### config.mk
export PLATFORM = sky130hd
export DESIGN_NAME = sem_wait_unit
export DESIGN_NICKNAME = d
export VERILOG_FILES = /design/src/rtl/sem_wait_pkg.sv /design/src/rtl/sem_wait_dp.sv /design/src/rtl/sem_wait_ctrl.sv /design/src/rtl/sem_wait_unit.sv
export SDC_FILE = /design/constraint.sdc
export NUM_CORES = 1
export LEC_CHECK = 0
export BUFFER_PORTS_ARGS = -buffer_cell sky130_fd_sc_hd__buf_4
export CAP_MARGIN = 5
export CORE_MARGIN = 2
export CORE_UTILIZATION = 56
export DETAILED_ROUTE_END_ITERATION = 16
export PLACE_DENSITY = 0.94
export SETUP_SLACK_MARGIN = 0.4
export SYNTH_ARGS = -nofsm -noshare
export SYNTH_HDL_FRONTEND = slang
export SYNTH_SLANG_ARGS = --single-unit
### constraint.sdc
create_clock -name clk -period 4.6 [get_ports clk]
set_input_delay 0.23 -clock clk [delete_from_list [all_inputs] [get_ports clk]]
set_output_delay 0.23 -clock clk [all_outputs]
set_load 0.02 [all_outputs]
### src/rtl/sem_wait_pkg.sv
package sem_wait_pkg;

  // header field positions and codes
  localparam int HdrClientHi  = 31;
  localparam int HdrClientLo  = 29;
  localparam int HdrOpcHi     = 28;
  localparam int HdrOpcLo     = 23;
  localparam int HdrGlobalBit = 22;
  localparam int HdrRegBit    = 16;
  localparam int HdrPollBit   = 15;
  localparam int HdrModeHi    = 14;
  localparam int HdrModeLo    = 12;
  localparam int HdrTokLo     = 5;
  localparam int HdrLenHi     = 4;

  localparam logic [5:0] SemOpcode = 6'h1C;
  localparam logic [4:0] LenBasic  = 5'd2;
  localparam logic [4:0] LenToken  = 5'd3;

  typedef enum logic [2:0] {
    CMP_GT = 3'd0,
    CMP_GE = 3'd1,
    CMP_LT = 3'd2,
    CMP_LE = 3'd3,
    CMP_EQ = 3'd4,
    CMP_NE = 3'd5
  } cmpMode_e;

  typedef enum logic [2:0] {
    ST_IDLE,
    ST_PAYLOAD,
    ST_ISSUE,
    ST_WAIT,
    ST_GAP,
    ST_SLEEP,
    ST_DONE
  } state_e;

  typedef struct packed {
    logic capHdr;
    logic capInline;
    logic capAddrLo;
    logic capAddrHi;
  } dpStrobe_t;

endpackage

### src/rtl/sem_wait_dp.sv
module sem_wait_dp
  import sem_wait_pkg::*;
#(
  parameter int DATA_W    = 32,
  parameter int ADDR_W    = 64,
  parameter int CANON_BIT = 47,
  parameter int TOK_W     = 5
) (
  input  logic              clk,
  input  logic              rstN,
  input  dpStrobe_t         strb,
  input  logic [DATA_W-1:0] inData,
  input  logic [DATA_W-1:0] respData,
  output logic              hdrOk,
  output logic              hdrTokForm,
  output logic              modeLegal,
  output logic              pollEn,
  output logic              condMet,
  output logic              rdGlobal,
  output logic              rdReg,
  output logic [ADDR_W-1:0] rdAddr,
  output logic [TOK_W-1:0]  rdToken
);

  localparam int AddrHiW = ADDR_W - DATA_W;
  localparam int ExtW    = ADDR_W - 1 - CANON_BIT;
  localparam int TokHi   = HdrTokLo + TOK_W - 1;

  logic [2:0]        modeReg;
  logic              pollReg, globReg, regReg;
  logic [TOK_W-1:0]  tokReg;
  logic [DATA_W-1:0] inlReg;
  logic [ADDR_W-1:0] addrReg;

  // header decode straight from the incoming dword
  logic [4:0] lenField;
  logic       clientOk, opcOk;
  always_comb begin
    lenField   = inData[HdrLenHi:0];
    clientOk   = (inData[HdrClientHi:HdrClientLo] == 3'd0);
    opcOk      = (inData[HdrOpcHi:HdrOpcLo] == SemOpcode);
    hdrTokForm = (lenField == LenToken);
    hdrOk      = clientOk && opcOk && ((lenField == LenBasic) || (lenField == LenToken));
  end

  always_ff @(posedge clk) begin
    if (!rstN) begin
      modeReg <= '0;
      pollReg <= 1'b0;
      globReg <= 1'b0;
      regReg  <= 1'b0;
      tokReg  <= '0;
      inlReg  <= '0;
      addrReg <= '0;
    end else begin
      if (strb.capHdr) begin
        modeReg <= inData[HdrModeHi:HdrModeLo];
        pollReg <= inData[HdrPollBit];
        globReg <= inData[HdrGlobalBit];
        regReg  <= inData[HdrRegBit];
        tokReg  <= hdrTokForm ? inData[TokHi:HdrTokLo] : '0;
      end
      if (strb.capInline) inlReg <= inData;
      if (strb.capAddrLo) addrReg[DATA_W-1:0] <= inData;
      if (strb.capAddrHi) addrReg[ADDR_W-1:DATA_W] <= inData[AddrHiW-1:0];
    end
  end

  // unsigned relational compare of memory value against inline value
  always_comb begin
    case (modeReg)
      CMP_GT:  condMet = (respData >  inlReg);
      CMP_GE:  condMet = (respData >= inlReg);
      CMP_LT:  condMet = (respData <  inlReg);
      CMP_LE:  condMet = (respData <= inlReg);
      CMP_EQ:  condMet = (respData == inlReg);
      CMP_NE:  condMet = (respData != inlReg);
      default: condMet = 1'b0;
    endcase
  end

  assign modeLegal = (modeReg <= 3'd5);
  assign pollEn    = pollReg;
  assign rdGlobal  = globReg;
  assign rdReg     = regReg;
  assign rdToken   = tokReg;

  // canonical form: replicate the top meaningful bit upward
  generate
    if (ExtW > 0) begin : g_ext
      assign rdAddr = {{ExtW{addrReg[CANON_BIT]}}, addrReg[CANON_BIT:0]};
    end else begin : g_noext
      assign rdAddr = addrReg;
    end
  endgenerate

  AST_ADDR_CANON: assert property (@(posedge clk) disable iff (!rstN)
    ($countones(rdAddr[ADDR_W-1:CANON_BIT]) == 0) ||
    ($countones(rdAddr[ADDR_W-1:CANON_BIT]) == ADDR_W - CANON_BIT));

endmodule

### src/rtl/sem_wait_ctrl.sv
module sem_wait_ctrl
  import sem_wait_pkg::*;
#(
  parameter int GAP_W   = 8,
  parameter int MIN_GAP = 4
) (
  input  logic             clk,
  input  logic             rstN,
  input  logic             inValid,
  input  logic             hdrOk,
  input  logic             hdrTokForm,
  input  logic             modeLegal,
  input  logic             pollEn,
  input  logic             condMet,
  input  logic             rdRespValid,
  input  logic             wakeIn,
  input  logic [GAP_W-1:0] pollInterval,
  output logic             inReady,
  output dpStrobe_t        strb,
  output logic             rdReq,
  output logic             done,
  output logic             errOut
);

  localparam logic [GAP_W-1:0] MinGapV = GAP_W'(MIN_GAP);
  localparam logic [GAP_W-1:0] TwoV    = GAP_W'(2);

  state_e           state, stateNxt;
  logic [1:0]       idx;
  logic             tokFormReg;
  logic             errReg, errSet;
  logic [GAP_W-1:0] gapCnt;
  logic [GAP_W-1:0] effGap;
  logic [1:0]       lastIdx;
  logic             gapLoad;

  assign effGap  = (pollInterval < MinGapV) ? MinGapV : pollInterval;
  assign lastIdx = tokFormReg ? 2'd3 : 2'd2;

  always_comb begin
    stateNxt = state;
    strb     = '0;
    errSet   = 1'b0;
    gapLoad  = 1'b0;
    case (state)
      ST_IDLE: if (inValid) begin
        strb.capHdr = 1'b1;
        if (hdrOk) stateNxt = ST_PAYLOAD;
        else begin
          stateNxt = ST_DONE;
          errSet   = 1'b1;
        end
      end
      ST_PAYLOAD: if (inValid) begin
        strb.capInline = (idx == 2'd0);
        strb.capAddrLo = (idx == 2'd1);
        strb.capAddrHi = (idx == 2'd2);
        if (idx == lastIdx) begin
          if (modeLegal) stateNxt = ST_ISSUE;
          else begin
            stateNxt = ST_DONE;
            errSet   = 1'b1;
          end
        end
      end
      ST_ISSUE: stateNxt = ST_WAIT;
      ST_WAIT: if (rdRespValid) begin
        if (condMet) stateNxt = ST_DONE;
        else if (pollEn) begin
          stateNxt = ST_GAP;
          gapLoad  = 1'b1;
        end else stateNxt = ST_SLEEP;
      end
      ST_GAP:   if (gapCnt == '0) stateNxt = ST_ISSUE;
      ST_SLEEP: if (wakeIn) stateNxt = ST_ISSUE;
      ST_DONE:  stateNxt = ST_IDLE;
      default:  stateNxt = ST_IDLE;
    endcase
  end

  always_ff @(posedge clk) begin
    if (!rstN) begin
      state      <= ST_IDLE;
      idx        <= '0;
      tokFormReg <= 1'b0;
      errReg     <= 1'b0;
      gapCnt     <= '0;
    end else begin
      state <= stateNxt;
      if (strb.capHdr) begin
        idx        <= '0;
        tokFormReg <= hdrTokForm;
      end else if (state == ST_PAYLOAD && inValid) begin
        idx <= idx + 2'd1;
      end
      if (errSet) errReg <= 1'b1;
      else if (state == ST_DONE) errReg <= 1'b0;
      if (gapLoad) gapCnt <= effGap - TwoV;
      else if (state == ST_GAP && gapCnt != '0) gapCnt <= gapCnt - 1'b1;
    end
  end

  assign inReady = (state == ST_IDLE) || (state == ST_PAYLOAD);
  assign rdReq   = (state == ST_ISSUE);
  assign done    = (state == ST_DONE);
  assign errOut  = (state == ST_DONE) && errReg;

  AST_DONE_PULSE: assert property (@(posedge clk) disable iff (!rstN)
    done |=> !done);
  AST_ERR_WITH_DONE: assert property (@(posedge clk) disable iff (!rstN)
    errOut |-> done && !inReady);
  AST_ERR_NO_READ: assert property (@(posedge clk) disable iff (!rstN)
    errReg |-> !rdReq);
  AST_SLEEP_HOLD: assert property (@(posedge clk) disable iff (!rstN)
    (state == ST_SLEEP && !wakeIn) |=> !rdReq);
  AST_GAP_HOLD: assert property (@(posedge clk) disable iff (!rstN)
    (state == ST_GAP && gapCnt != '0) |=> !rdReq);
  AST_REQ_PULSE: assert property (@(posedge clk) disable iff (!rstN)
    rdReq |=> !rdReq);

endmodule

### src/rtl/sem_wait_unit.sv
module sem_wait_unit
  import sem_wait_pkg::*;
#(
  parameter int DATA_W    = 32,
  parameter int ADDR_W    = 64,
  parameter int CANON_BIT = 47,
  parameter int TOK_W     = 5,
  parameter int GAP_W     = 8,
  parameter int MIN_GAP   = 4
) (
  input  logic              clk,
  input  logic              rstN,
  input  logic              inValid,
  input  logic [DATA_W-1:0] inData,
  output logic              inReady,
  output logic              rdReq,
  output logic [ADDR_W-1:0] rdAddr,
  output logic              rdGlobal,
  output logic              rdReg,
  output logic [TOK_W-1:0]  rdToken,
  input  logic              rdRespValid,
  input  logic [DATA_W-1:0] rdRespData,
  input  logic              wakeIn,
  input  logic [GAP_W-1:0]  pollInterval,
  output logic              done,
  output logic              errOut
);

  dpStrobe_t strb;
  logic      hdrOk, hdrTokForm, modeLegal, pollEn, condMet;

  sem_wait_dp #(
    .DATA_W(DATA_W), .ADDR_W(ADDR_W), .CANON_BIT(CANON_BIT), .TOK_W(TOK_W)
  ) u_dp (
    .clk(clk), .rstN(rstN), .strb(strb), .inData(inData), .respData(rdRespData),
    .hdrOk(hdrOk), .hdrTokForm(hdrTokForm), .modeLegal(modeLegal), .pollEn(pollEn),
    .condMet(condMet), .rdGlobal(rdGlobal), .rdReg(rdReg), .rdAddr(rdAddr),
    .rdToken(rdToken)
  );

  sem_wait_ctrl #(
    .GAP_W(GAP_W), .MIN_GAP(MIN_GAP)
  ) u_ctrl (
    .clk(clk), .rstN(rstN), .inValid(inValid), .hdrOk(hdrOk),
    .hdrTokForm(hdrTokForm), .modeLegal(modeLegal), .pollEn(pollEn),
    .condMet(condMet), .rdRespValid(rdRespValid), .wakeIn(wakeIn),
    .pollInterval(pollInterval), .inReady(inReady), .strb(strb), .rdReq(rdReq),
    .done(done), .errOut(errOut)
  );

endmodule

After elaboration in Yosys (flattened, before gate mapping)
Cells that the tools add are included.

Magnitude comparators: 6. Bitwise gates (word level): 1. $add $sub $neg: 3. Equality and inequality tests: 25. Multiplexer cells: 33. Reductions and logical operators: 17.

Operators with widths (count): $mux W3 (11); $eq A32 B32 Y1 (1); $ge A32 B32 Y1 (1); $gt A32 B32 Y1 (1); $le A32 B32 Y1 (1); $lt A32 B32 Y1 (1); $ne A32 B32 Y1 (1); $mux W8 (3); $pmux W3 S6 (1); $eq A3 B3 Y1 const B (5); $mux W1 (15); $eq A3 B2 Y1 const B (4); $eq A5 B2 Y1 const B (2); $logic_not A3 Y1 (3); $logic_not A8 Y1 (1); $lt A8 B3 Y1 const B (1); $ne A2 B2 Y1 const B (4); $reduce_bool A8 Y1 (1); $sub A8 B1 Y8 const B (1); $sub A8 B2 Y8 const B (1); $eq A3 B1 Y1 const B (2); $eq A6 B5 Y1 const B (1); $pmux W1 S6 (1); $reduce_and A6 Y1 (1); other kinds (14) (21).

Register bits after elaboration: 106. Input bits: 77.

Logic depth before layout (Yosys ltp)
Gate-level depths: netlist of the first run.

Depth after elaboration: 7. Depth in mapped cells: 12. Gate-level depth less buffers: 10.

Modules after synthesis
A second synthesis of the first run with hierarchy kept.

Cell total of the unflattened synthesis: 590. Area total of the unflattened synthesis: 5629.1 µm².

By module, submodules not included: sem_wait_dp (cells each 447, sequential area each 1821.7 µm², instances 1, area each 4479.3 µm²); sem_wait_ctrl (cells each 143, sequential area each 300.3 µm², instances 1, area each 1149.9 µm²).

Least setup slack after synthesis of the first run
No wires, ideal clock.

Kind: register to register. Start: register u_dp.inlReg[29]. End: register u_ctrl.gapCnt[6]. Slack: 1.873 ns. Cell stages (with the launch flop): 12. Arrival time: 2.639 ns. Required time: 4.512 ns. Buffers on the path: 1. Period minus slack after synthesis: 2.727 ns. Path through: dfxtp_1 -> inv_1 -> ha_1 -> nand4_2 -> or4_4 -> nor3_4 -> mux2i_1 -> a211oi_2 -> nor3_2 -> buf_6 -> a21oi_2 -> a311oi_2.

Word-level cells in the longest chain between the ends: 6. Elaborated cells between the ends (all ways): 12. Those cells by class: order compare: 4; eq/ne: 2; mux: 5; reduce/logical: 1.

RTL lines: from (decl) (line sem_wait_dp.sv:32) `logic [DATA_W-1:0] inlReg;`; from (signal assigned) (line sem_wait_dp.sv:63) `if (strb.capInline) inlReg <= inData;`; $le A32 B32 Y1, or another cell as far along (line sem_wait_dp.sv:75) `CMP_LE: condMet = (respData <= inlReg);`; $pmux W1 S6 (*) (line sem_wait_dp.sv:71) `case (modeReg)`; $mux W1 (*) (line sem_wait_ctrl.sv:68) `if (condMet) stateNxt = ST_DONE;`; $mux W1 (*) (line sem_wait_ctrl.sv:67) `ST_WAIT: if (rdRespValid) begin`; $mux W1 (*) (line sem_wait_ctrl.sv:45) `case (state)`; $mux W8 or $reduce_bool A2 Y1 (tied branches); to (signal assigned) (line sem_wait_ctrl.sv:98) `if (gapLoad) gapCnt <= effGap - TwoV;`; to (signal assigned) (line sem_wait_ctrl.sv:99) `else if (state == ST_GAP && gapCnt != '0) gapCnt <= gapCnt - 1'b1;`; to (decl) (line sem_wait_ctrl.sv:32) `logic [GAP_W-1:0] gapCnt;`.

Every way passes the cells marked *; elsewhere a longest branch is shown, timed or not. A chain may end at the register's enable or synchronous reset.

Worst setup path in the final report of the first run
Start: register u_dp.inlReg[7]. End: register u_ctrl.gapCnt[0].

The elaborated chain is that of the path after synthesis.

==> results, run 1 <==
- The run finished with clean final reports.
- Summed over all layers, the global routing overflow is 0.
- In this run, synthesis produced a sequential element count of ~110.
- The final setup violation count is 0.
- The data arrival time of the critical path is roughly 3.5 ns.
- The buffer count from post-CTS setup fixing is 0.
- The number of buffers inserted during clock tree synthesis is 9.
- Excluding fillers, the count of instances in the completed layout stands at just over 900.
- In this run the core area contains 35 standard-cell rows.
- The TritonCTS clock tree is yes.
- Measured against its own limit, the worst slew margin works out to 0.156.
- The die boundary height is around 100 um.
- The sequential power share is 0.476.
- The internal power component is ~0.0014 W.
- After detailed routing, the average wire length per cell comes to 15.5 um.
- The first global-routing pass estimated about 22 mm of wire.
- Ranked by instance count, the synthesized netlist is headed by sky130_fd_sc_hd__nand2_1 (191), sky130_fd_sc_hd__dfxtp_1 (106), sky130_fd_sc_hd__a21oi_1 (104).
- For this run, the total global-route usage over all layers was measured as 0.271.
- The setup TNS is 0 ns.
- The source of the worst register-to-register timing path is u_dp.inlReg[7]$_SDFFE_PN0P_.
- The root buffer cell chosen for the clock tree is sky130_fd_sc_hd__clkbuf_8.
- The path class of the tightest hold or removal check is input pin to flop.
- The filler cell count is around 710.
- The slew of the pin with the lowest slew margin is 1.26 ns.
- The die outline area is 10300 um2.
- The proportion of power drawn by the clock network is 0.275.
- The tool flagged a number of max-cap violations equal to 0.
- The routed layout has 5122 vias.
- For the final database, setup skew stands at 0.0178 ns.
- The synthesized area per cell is just under 8 um2.
- The dominant register cell in the synthesized netlist is sky130_fd_sc_hd__dfxtp_1.
- The portion of the clock cycle consumed by the worst path in the final layout is 0.701.
- The count of inserted antenna diode cells is 0.
- The clock drives ~110 sinks.
- STA classifies the critical path startpoint as a flop.
- The clock insertion delay at the later pin of the skew report is approximately 0.39 ns.
- The via count of the first global-routing pass came to ~4900.
- The critical path class is flop to flop.
- Ranked by total cell area, the synthesized netlist is headed by sky130_fd_sc_hd__dfxtp_1 (40%), sky130_fd_sc_hd__nand2_1 (13%), sky130_fd_sc_hd__a21oi_1 (9.8%).
- The total routed wirelength is around 14 mm.
- The final routed DRC violation total is 0.
- The last weighted congestion value of the routability-driven placer is 0.873.
- The final hold violation count is 0.
- The number of hold buffers added after CTS is 0.
- Yosys instantiated no cell more often than sky130_fd_sc_hd__nand2_1.
- The total design power is around 0.0022 W.
- For this configuration, the core starts out at a cell density of 0.577.
- The number of nets handed over by synthesis was slightly below 800.
- For this block, the initial DRC count from the detailed router was 352.
- The net count of the finished layout is 906.
- The number of gates resized after CTS was 0.
- The per-cell via count in the routed design is between 5 and 6.
- The count of pins over their slew limit is 0.
- The pin count of the biggest net entering global routing is 56.
- The initial antenna violation count is 0.
- No sink is reached through more buffers than the 2 on the longest clock path.
- Synthesis handed over a netlist of roughly 680 instances.
- Of the total power, combinational logic draws 0.249.
- The analysis attributes to net switching a power of between 0.0007 and 0.0008 W.
- The total I/O pin count is 152.
- In this run the number of H-tree levels came out at 3.
- The share of the Yosys chip area taken by registers is 0.398.
- Once detail routing completed, the nets flagged for antenna violations numbered 0.
- The power density over the cells is between 300 and 400 nW/um2.
- The share of the synthesized area in the top cell type is 0.398.
- Setup repair after global routing left no endpoint under its margin.
- Subtracting the final worst setup slack from the clock period gives approximately 3.2 ns.
- The detailed-routing iteration count for the pre-antenna-repair pass is 5.
- The library cell occupying the most area in the post-synthesis netlist is sky130_fd_sc_hd__dfxtp_1.
- In this run the cell area of the synthesized design comes to 5340 um2.
- STA classifies the critical path endpoint as a flop.
- The analysis attributes to cell leakage a power of about 2.6 nW.
- In the final layout, the share of cells above drive strength 1 is 0.246.
- The area growth from synthesis to layout is 23.6%.
- Data on the critical path is required at its endpoint by approximately 4.9 ns.
- Yosys printed 0 warnings.
- In this run the worst setup path begins at u_dp.inlReg[7]$_SDFFE_PN0P_.
- The maximum clock rate is about 310 MHz.
- The area of the core region is roughly 9200 um2.
- The fraction of power spent switching nets is 0.350.
- After synthesis, the share of flip-flops with an asynchronous set or reset is 0.
- The number of synthesized flops with an enable pin is 0.
- Clock-pin slew was measured on the worst setup and hold paths at approximately 0.12 ns.
- The startpoint of the tightest hold check path is inData[6].
- The number of placed instances, taps included, is between 900 and 1000.
- Buffers placed on the I/O ports in this run total about 150.
- The post-DP HPWL is approximately 11 mm.
- In this run the worst path has a maximum fanout of 14.
- The number of distinct library cells after synthesis is between 50 and 60.
- The width of the chip is just over 100 um.
- The peak ir drop on the vdd network is about 0.17 mV.
cells in the final DEF (no fill, tap or decap), types with 3 or more instances in the layout:
master                     instances
sky130_fd_sc_hd__nand2_1         191
sky130_fd_sc_hd__buf_4           154
sky130_fd_sc_hd__dfxtp_1         106
sky130_fd_sc_hd__a21oi_1         104
sky130_fd_sc_hd__inv_1            38
sky130_fd_sc_hd__ha_1             38
sky130_fd_sc_hd__nor2_1           24
sky130_fd_sc_hd__clkbuf_8          9
sky130_fd_sc_hd__nand3_1           8
sky130_fd_sc_hd__xnor2_1           7
sky130_fd_sc_hd__a22o_1            6
sky130_fd_sc_hd__nand4_1           6
sky130_fd_sc_hd__a21oi_2           6
sky130_fd_sc_hd__nor4_1            6
sky130_fd_sc_hd__o21ai_0           5
sky130_fd_sc_hd__or3_1             5
sky130_fd_sc_hd__a311oi_2          5
sky130_fd_sc_hd__xor2_1            5
sky130_fd_sc_hd__nand2b_1          4
sky130_fd_sc_hd__and2_1            4
sky130_fd_sc_hd__nor2b_1           4
sky130_fd_sc_hd__nor3_1            3
sky130_fd_sc_hd__nor4b_1           3
sky130_fd_sc_hd__o21ai_1           3
sky130_fd_sc_hd__a21o_1            3
sky130_fd_sc_hd__o21a_1            3
sky130_fd_sc_hd__a211oi_1          3
stage by stage:
| stage | instance area (um2) | utilization | hold WS [ns] | worst slack (ns) |
|---|---|---|---|---|
| after floorplan | 5340 | - | 0.347 | 1.87 |
| after global placement | 6380 | 0.691 | 0.442 | 1.60 |
| after detailed placement | 6380 | 0.691 | 0.447 | 1.46 |
| after CTS | 6600 | 0.714 | 0.0721 | 1.41 |
| after global routing | 6600 | 0.714 | 0.0738 | 1.23 |
| final | 6600 | 0.714 | 0.0781 | 1.38 |
cells by family (layout without fill, tap and decap cells):
logic type      count (synthesis)  count (layout)  share of synthesized area
flops                         106             106                      0.398
compound gates                154             154                      0.179
xor+xnor                       12              12                     0.0197
buf+inv                        91             210                     0.0788
fa+ha+maj                      38              38                     0.0891
simple gates                  274             274                      0.232
mux                             2               2                    0.00375
state kept, by name, indices dropped and copies added, names as in the netlist, 2 cells and up:
register / flops
u_dp.addrReg: 48
u_ctrl.idx: 2
u_ctrl.gapCnt: 8
u_dp.inlReg: 32
u_dp.rdToken: 5
u_ctrl.state: 3
u_dp.modeReg: 3
power groups by stage:
stage | registers [W] | clock network, W | logic, W
after floorplan | 0.00104 | 0 | 0.000383
after global placement | 0.00106 | 0 | 0.000510
after detailed placement | 0.00106 | 0 | 0.000535
after CTS | 0.00104 | 0.000605 | 0.000543
after global routing | 0.00106 | 0.000644 | 0.000604
final | 0.00105 | 0.000604 | 0.000548
critical path, stage by stage, from the launching register on:
cell and delay, ns:
sky130_fd_sc_hd__dfxtp_1 0.35, sky130_fd_sc_hd__inv_1 0.05, sky130_fd_sc_hd__ha_1 0.28, sky130_fd_sc_hd__a21oi_1 0.15, sky130_fd_sc_hd__o21ai_0 0.13, sky130_fd_sc_hd__a221o_1 0.37
sky130_fd_sc_hd__o31ai_2 0.39, sky130_fd_sc_hd__a21o_1 0.22, sky130_fd_sc_hd__and4_1 0.67, sky130_fd_sc_hd__a211oi_1 0.18, sky130_fd_sc_hd__o31a_1 0.32
final cells by class:
type / count / area [um2] / share of cell area
Clock buffer: 9 / 124 / 0.0188
Inverter: 40 / 150 / 0.0228
Multi-Input combinational cell: 480 / 2790 / 0.423
Timing Repair Buffer: 154 / 1160 / 0.175
Sequential cell: 106 / 2120 / 0.322
Clock inverter: 7 / 88.8 / 0.0135
Tap cell: 129 / 161 / 0.0245
routing by layer:
metal  vias up  wire length (um)  GRT usage
li1       2494                 -          -
met1      2376              5660      0.333
met2       210              7340      0.477
met3        42               884     0.0421
met4         0               420      0.104
met5         -                 0          0
final timing paths:
check / to / slack (ns) / cells past startpoint
setup / recovery: u_ctrl.gapCnt[0]$_SDFFE_PN0P_ / 1.38 / 10
hold / removal: u_dp.rdToken[1]$_SDFFE_PN0P_ / 0.08 / 2
setup reg to reg: u_ctrl.gapCnt[0]$_SDFFE_PN0P_ / 1.38 / 10
hold reg to reg: u_dp.inlReg[25]$_SDFFE_PN0P_ / 0.46 / 2
Note: power is estimated with default switching activity, not from simulation.
==> run 2: changes to the inputs <==
--- a/config.mk
+++ b/config.mk
@@ -8,9 +8,9 @@
 export BUFFER_PORTS_ARGS = -buffer_cell sky130_fd_sc_hd__buf_4
 export CAP_MARGIN = 5
 export CORE_MARGIN = 2
-export CORE_UTILIZATION = 56
+export CORE_UTILIZATION = 52
 export DETAILED_ROUTE_END_ITERATION = 16
-export PLACE_DENSITY = 0.94
+export PLACE_DENSITY = 0.89
 export SETUP_SLACK_MARGIN = 0.4
 export SYNTH_ARGS = -nofsm -noshare
 export SYNTH_HDL_FRONTEND = slang
==> constraint.sdc (replaced) <==
create_clock -name clk -period 3.15 [get_ports clk]
set_input_delay 0.1575 -clock clk [delete_from_list [all_inputs] [get_ports clk]]
set_output_delay 0.1575 -clock clk [all_outputs]
set_load 0.02 [all_outputs]
==> results, run 2 (synthesis results as in run 1) <==
- The flow ran to the end, and the final reports show no timing, DRC or antenna violations.
- The via count of the first global-routing pass came to 5214 (+6.1%).
- STA classifies the critical path startpoint as a flop.
- The overflow left after global routing came to 0 (unchanged).
- Leaving out fill and tap cells, the most frequent cells in the layout are sky130_fd_sc_hd__nand2_1 (191), sky130_fd_sc_hd__buf_4 (164), sky130_fd_sc_hd__a21oi_1 (104).
- The worst reg-to-reg setup slack is 0.22 ns (-1.16 ns).
- The data required time of the critical path is 3.42 ns (-1.46 ns).
- The kind of capture point of the worst setup path is a flop.
- The final hold violation count is 0 (unchanged).
- The peak ir drop on the vdd network is 0.274 mV (+60%).
- The post-detailed-route wirelength per cell was 16.9 um (+9.2%).
- The filler cell count is 692 (-2.3%).
- The worst hold path stage count is 2 (unchanged).
- The count of pins over their slew limit is 0 (unchanged).
- In the final layout, the registers with the most flip-flops are u_dp.addrReg: 48 flops, u_dp.inlReg: 32 flops, u_ctrl.gapCnt: 8 flops.
- The number of cell rows is 36 (+2.9%).
- The slew of the pin with the lowest slew margin is 1.10 ns (-0.163 ns).
- The static leakage is 2.73 nW (+3.8%).
- The maximum clock rate was 341 MHz (+9.9%).
- The TritonCTS clock tree is yes.
- The power density over the cells is 474 nW/um2 (+42%).
- The fraction of layout cells with a size suffix above 1 is 0.310 (+0.0636).
- The final routed DRC violation total came to 0 (unchanged).
- The first-iteration detailed-routing DRC count is 399 (+13%).
- The count of buffers from port buffering was 151 (unchanged).
- For hold timing, the worst endpoint is u_dp.rdToken[2]$_SDFFE_PN0P_.
- The most numerous cell type found on the critical path is sky130_fd_sc_hd__a211oi_2.
- The largest driver fanout on the critical path is 6 (-8).
- The total I/O pin count is 152 (unchanged).
- The number of buffer and inverter instances along the worst setup path is 2 (+1).
- The clock-pin slew on the worst setup and hold paths is 0.12 ns (about the same).
- The growth of design area from synthesis to finish is 30.7%.
- The final setup violation count was 0 (unchanged).
- The time the final worst path needs with I/O delays and setup is 2.93 ns (-0.290 ns).
- The clock skew after layout is 0.0229 ns (+0.00509 ns).
- The most frequent standard cell in the layout excluding fill and tap cells is sky130_fd_sc_hd__nand2_1.
- The worst hold path begins at inData[7].
- The H-tree depth is 3 (unchanged).
- The total number of vias is 5333 (+4.1%).
- The worst-case reg-to-reg path depth came to 11 (+1).
- The initial antenna violation count was 0 (unchanged).
- Setup repair after global routing could not meet its margin everywhere.
- The detailed-routing iteration count for the pre-antenna-repair pass is 5 (unchanged).
- The starting density of the core is 0.541 (-0.0365).
- The total routed wirelength was 15.9 mm (+11%).
- The final cell utilization of the core is 0.707 (-0.00687).
- The portion of the clock cycle consumed by the worst path in the final layout was 0.932 (+0.231).
- The critical path starts at u_dp.inlReg[22]$_SDFFE_PN0P_.
- The width of the chip is 105 um (+3.6%).
- The die boundary height is 105 um (+3.6%).
- The overall track demand over capacity in global routing is 0.273 (+0.00178).
- The pin count of the biggest net entering global routing was 38 (-32%).
- The global-route wire length before repair is 24.7 mm (+9.8%).
- The setup TNS is 0 ns (unchanged).
- The worst-case headroom to the max-slew limit came to 0.265 (+0.109).
- The cell family contributing the most delay on the critical path is simple AND/OR/NAND/NOR gates.
- The critical path class is flop to flop.
- u_dp.addrReg holds more flip-flops than any other register.
- The final net count is 920 (+1.5%).
- The data arrival time of the critical path is 3.20 ns (-0.30 ns).
- The maximum root-to-sink buffer count is 2 (unchanged).
- The die outline area is 11100 um2 (+7.4%).
- The number of buffers inserted during clock tree synthesis is 9 (unchanged).
- The last weighted congestion value of the routability-driven placer was 0.889 (+1.8%).
- The endpoint of the worst register-to-register path is u_ctrl.gapCnt[0]$_SDFFE_PN0P_.
- Among all stages on the critical path, the largest delay is contributed by sky130_fd_sc_hd__or4_4.
- The number of clock sinks is 106 (unchanged).
- The stage delay of the slowest cell on the critical path was 0.56 ns (-0.11 ns).
- The per-cell via count in the routed design is 5.66 (+2.1%).
- The clock tree root buffer cell is sky130_fd_sc_hd__clkbuf_8.
- The number of antenna-violating nets in the routed design came to 0 (unchanged).
- The area of the core region is 9860 um2 (+6.8%).
- The type of the most critical hold path is input pin to flop.
- The post-DP HPWL came to 10.9 mm (+3.4%).
- Walking the worst path, the cells encountered are inv_1 > ha_4 > nand4_1 > or4_4 > nor3_4 > mux2i_1 > a211oi_2 > nor3_2 > buf_6 > a211oi_2 > o31a_1.
- The source of the worst register-to-register timing path is u_dp.inlReg[22]$_SDFFE_PN0P_.
- The number of violations of the max-capacitance limit came to 0 (unchanged).
- The count of inserted antenna diode cells was 0 (unchanged).
- The clock insertion delay at the later pin of the skew report was 0.39 ns (about the same).
- The flip-flop count of the largest register after layout is 48 (unchanged).
[run 2: cell types whose count changed in the layout (fill, tap and decap cells not counted), moves of 6 or more]
| cell | change |
|---|---|
| sky130_fd_sc_hd__buf_4 | +10 |
| sky130_fd_sc_hd__dfxtp_2 | +15 |
| sky130_fd_sc_hd__inv_1 | -6 |
| sky130_fd_sc_hd__ha_4 | +15 |
| sky130_fd_sc_hd__dfxtp_1 | -15 |
| sky130_fd_sc_hd__inv_2 | +6 |
| sky130_fd_sc_hd__ha_1 | -15 |
[run 2: what timing repair did]
item / 4_1_cts / 5_1_grt
hold buffers: 0 / 0
endpoints found under the setup margin: 8 / 10
gates cloned: 2 / 0
setup buffers: 5 / 3
resized for setup: 32 / 16
pin swaps: 12 / 18
[run 2: worst max-delay path by stage]
stage	depth (start not counted)	slack [ns]	endpoint
floorplan	11	0.42	u_ctrl.gapCnt[6]$_SDFFE_PN0P_
global placement	11	0.32	u_ctrl.gapCnt[0]$_SDFFE_PN0P_
detailed placement	11	0.20	u_ctrl.gapCnt[1]$_SDFFE_PN0P_
CTS	11	0.36	u_ctrl.gapCnt[0]$_SDFFE_PN0P_
global route	11	0.12	u_ctrl.gapCnt[0]$_SDFFE_PN0P_
finish	11	0.22	u_ctrl.gapCnt[0]$_SDFFE_PN0P_
[run 2: final cells by class]
cell class | count | area (um2) | share of cell area
well taps | 133 | 166 | 0.0239
multi-input cells | 481 | 3040 | 0.436
flip-flops and latches | 106 | 2140 | 0.307
inverters | 40 | 150 | 0.0215
clock buffers | 9 | 124 | 0.0178
clock inverters | 7 | 76.3 | 0.0109
repair buffers | 167 | 1270 | 0.183
[run 2: report_power, final]
part	internal (W)	switching [W]	total (W)	leakage, nW
registers	0.00143	0.000106	0.00153	0.863
clock network	0.000317	0.000541	0.000858	0.103
logic	0.000390	0.000521	0.000911	1.77
[run 2: worst register-to-register path: stages, from the launching register on]
cell                       delay [ns]
sky130_fd_sc_hd__dfxtp_2         0.34
sky130_fd_sc_hd__inv_1           0.07
sky130_fd_sc_hd__ha_4            0.28
sky130_fd_sc_hd__nand4_1         0.20
sky130_fd_sc_hd__or4_4           0.56
sky130_fd_sc_hd__nor3_4          0.24
sky130_fd_sc_hd__mux2i_1         0.24
sky130_fd_sc_hd__a211oi_2        0.10
sky130_fd_sc_hd__nor3_2          0.29
sky130_fd_sc_hd__buf_6           0.18
sky130_fd_sc_hd__a211oi_2        0.07
sky130_fd_sc_hd__o31a_1          0.27
[run 2: stage by stage]
stage                     setup WS (ns)  total power (W)  cells  area, um2  hold slack [ns]
after floorplan                   0.423          0.00207    677       5340            0.275
after detailed placement          0.197          0.00235    917       6430            0.408
after global routing              0.123          0.00346    943       6970          0.00719
after CTS                         0.361          0.00324    940       6870         0.000583
final                             0.216          0.00330    943       6970          0.00771
after global placement            0.323          0.00230    917       6430            0.405
[run 2: layer usage]
layer | wire [um] | part of all wire | up-vias | GRT usage
met2 | 7960 | 0.50 | 294 | 0.470
met3 | 1210 | 0.076 | 48 | 0.0637
met1 | 6230 | 0.39 | 2469 | 0.325
li1 | - | - | 2522 | -
met4 | 521 | 0.033 | 0 | 0.115
met5 | 0 | 0 | - | 0
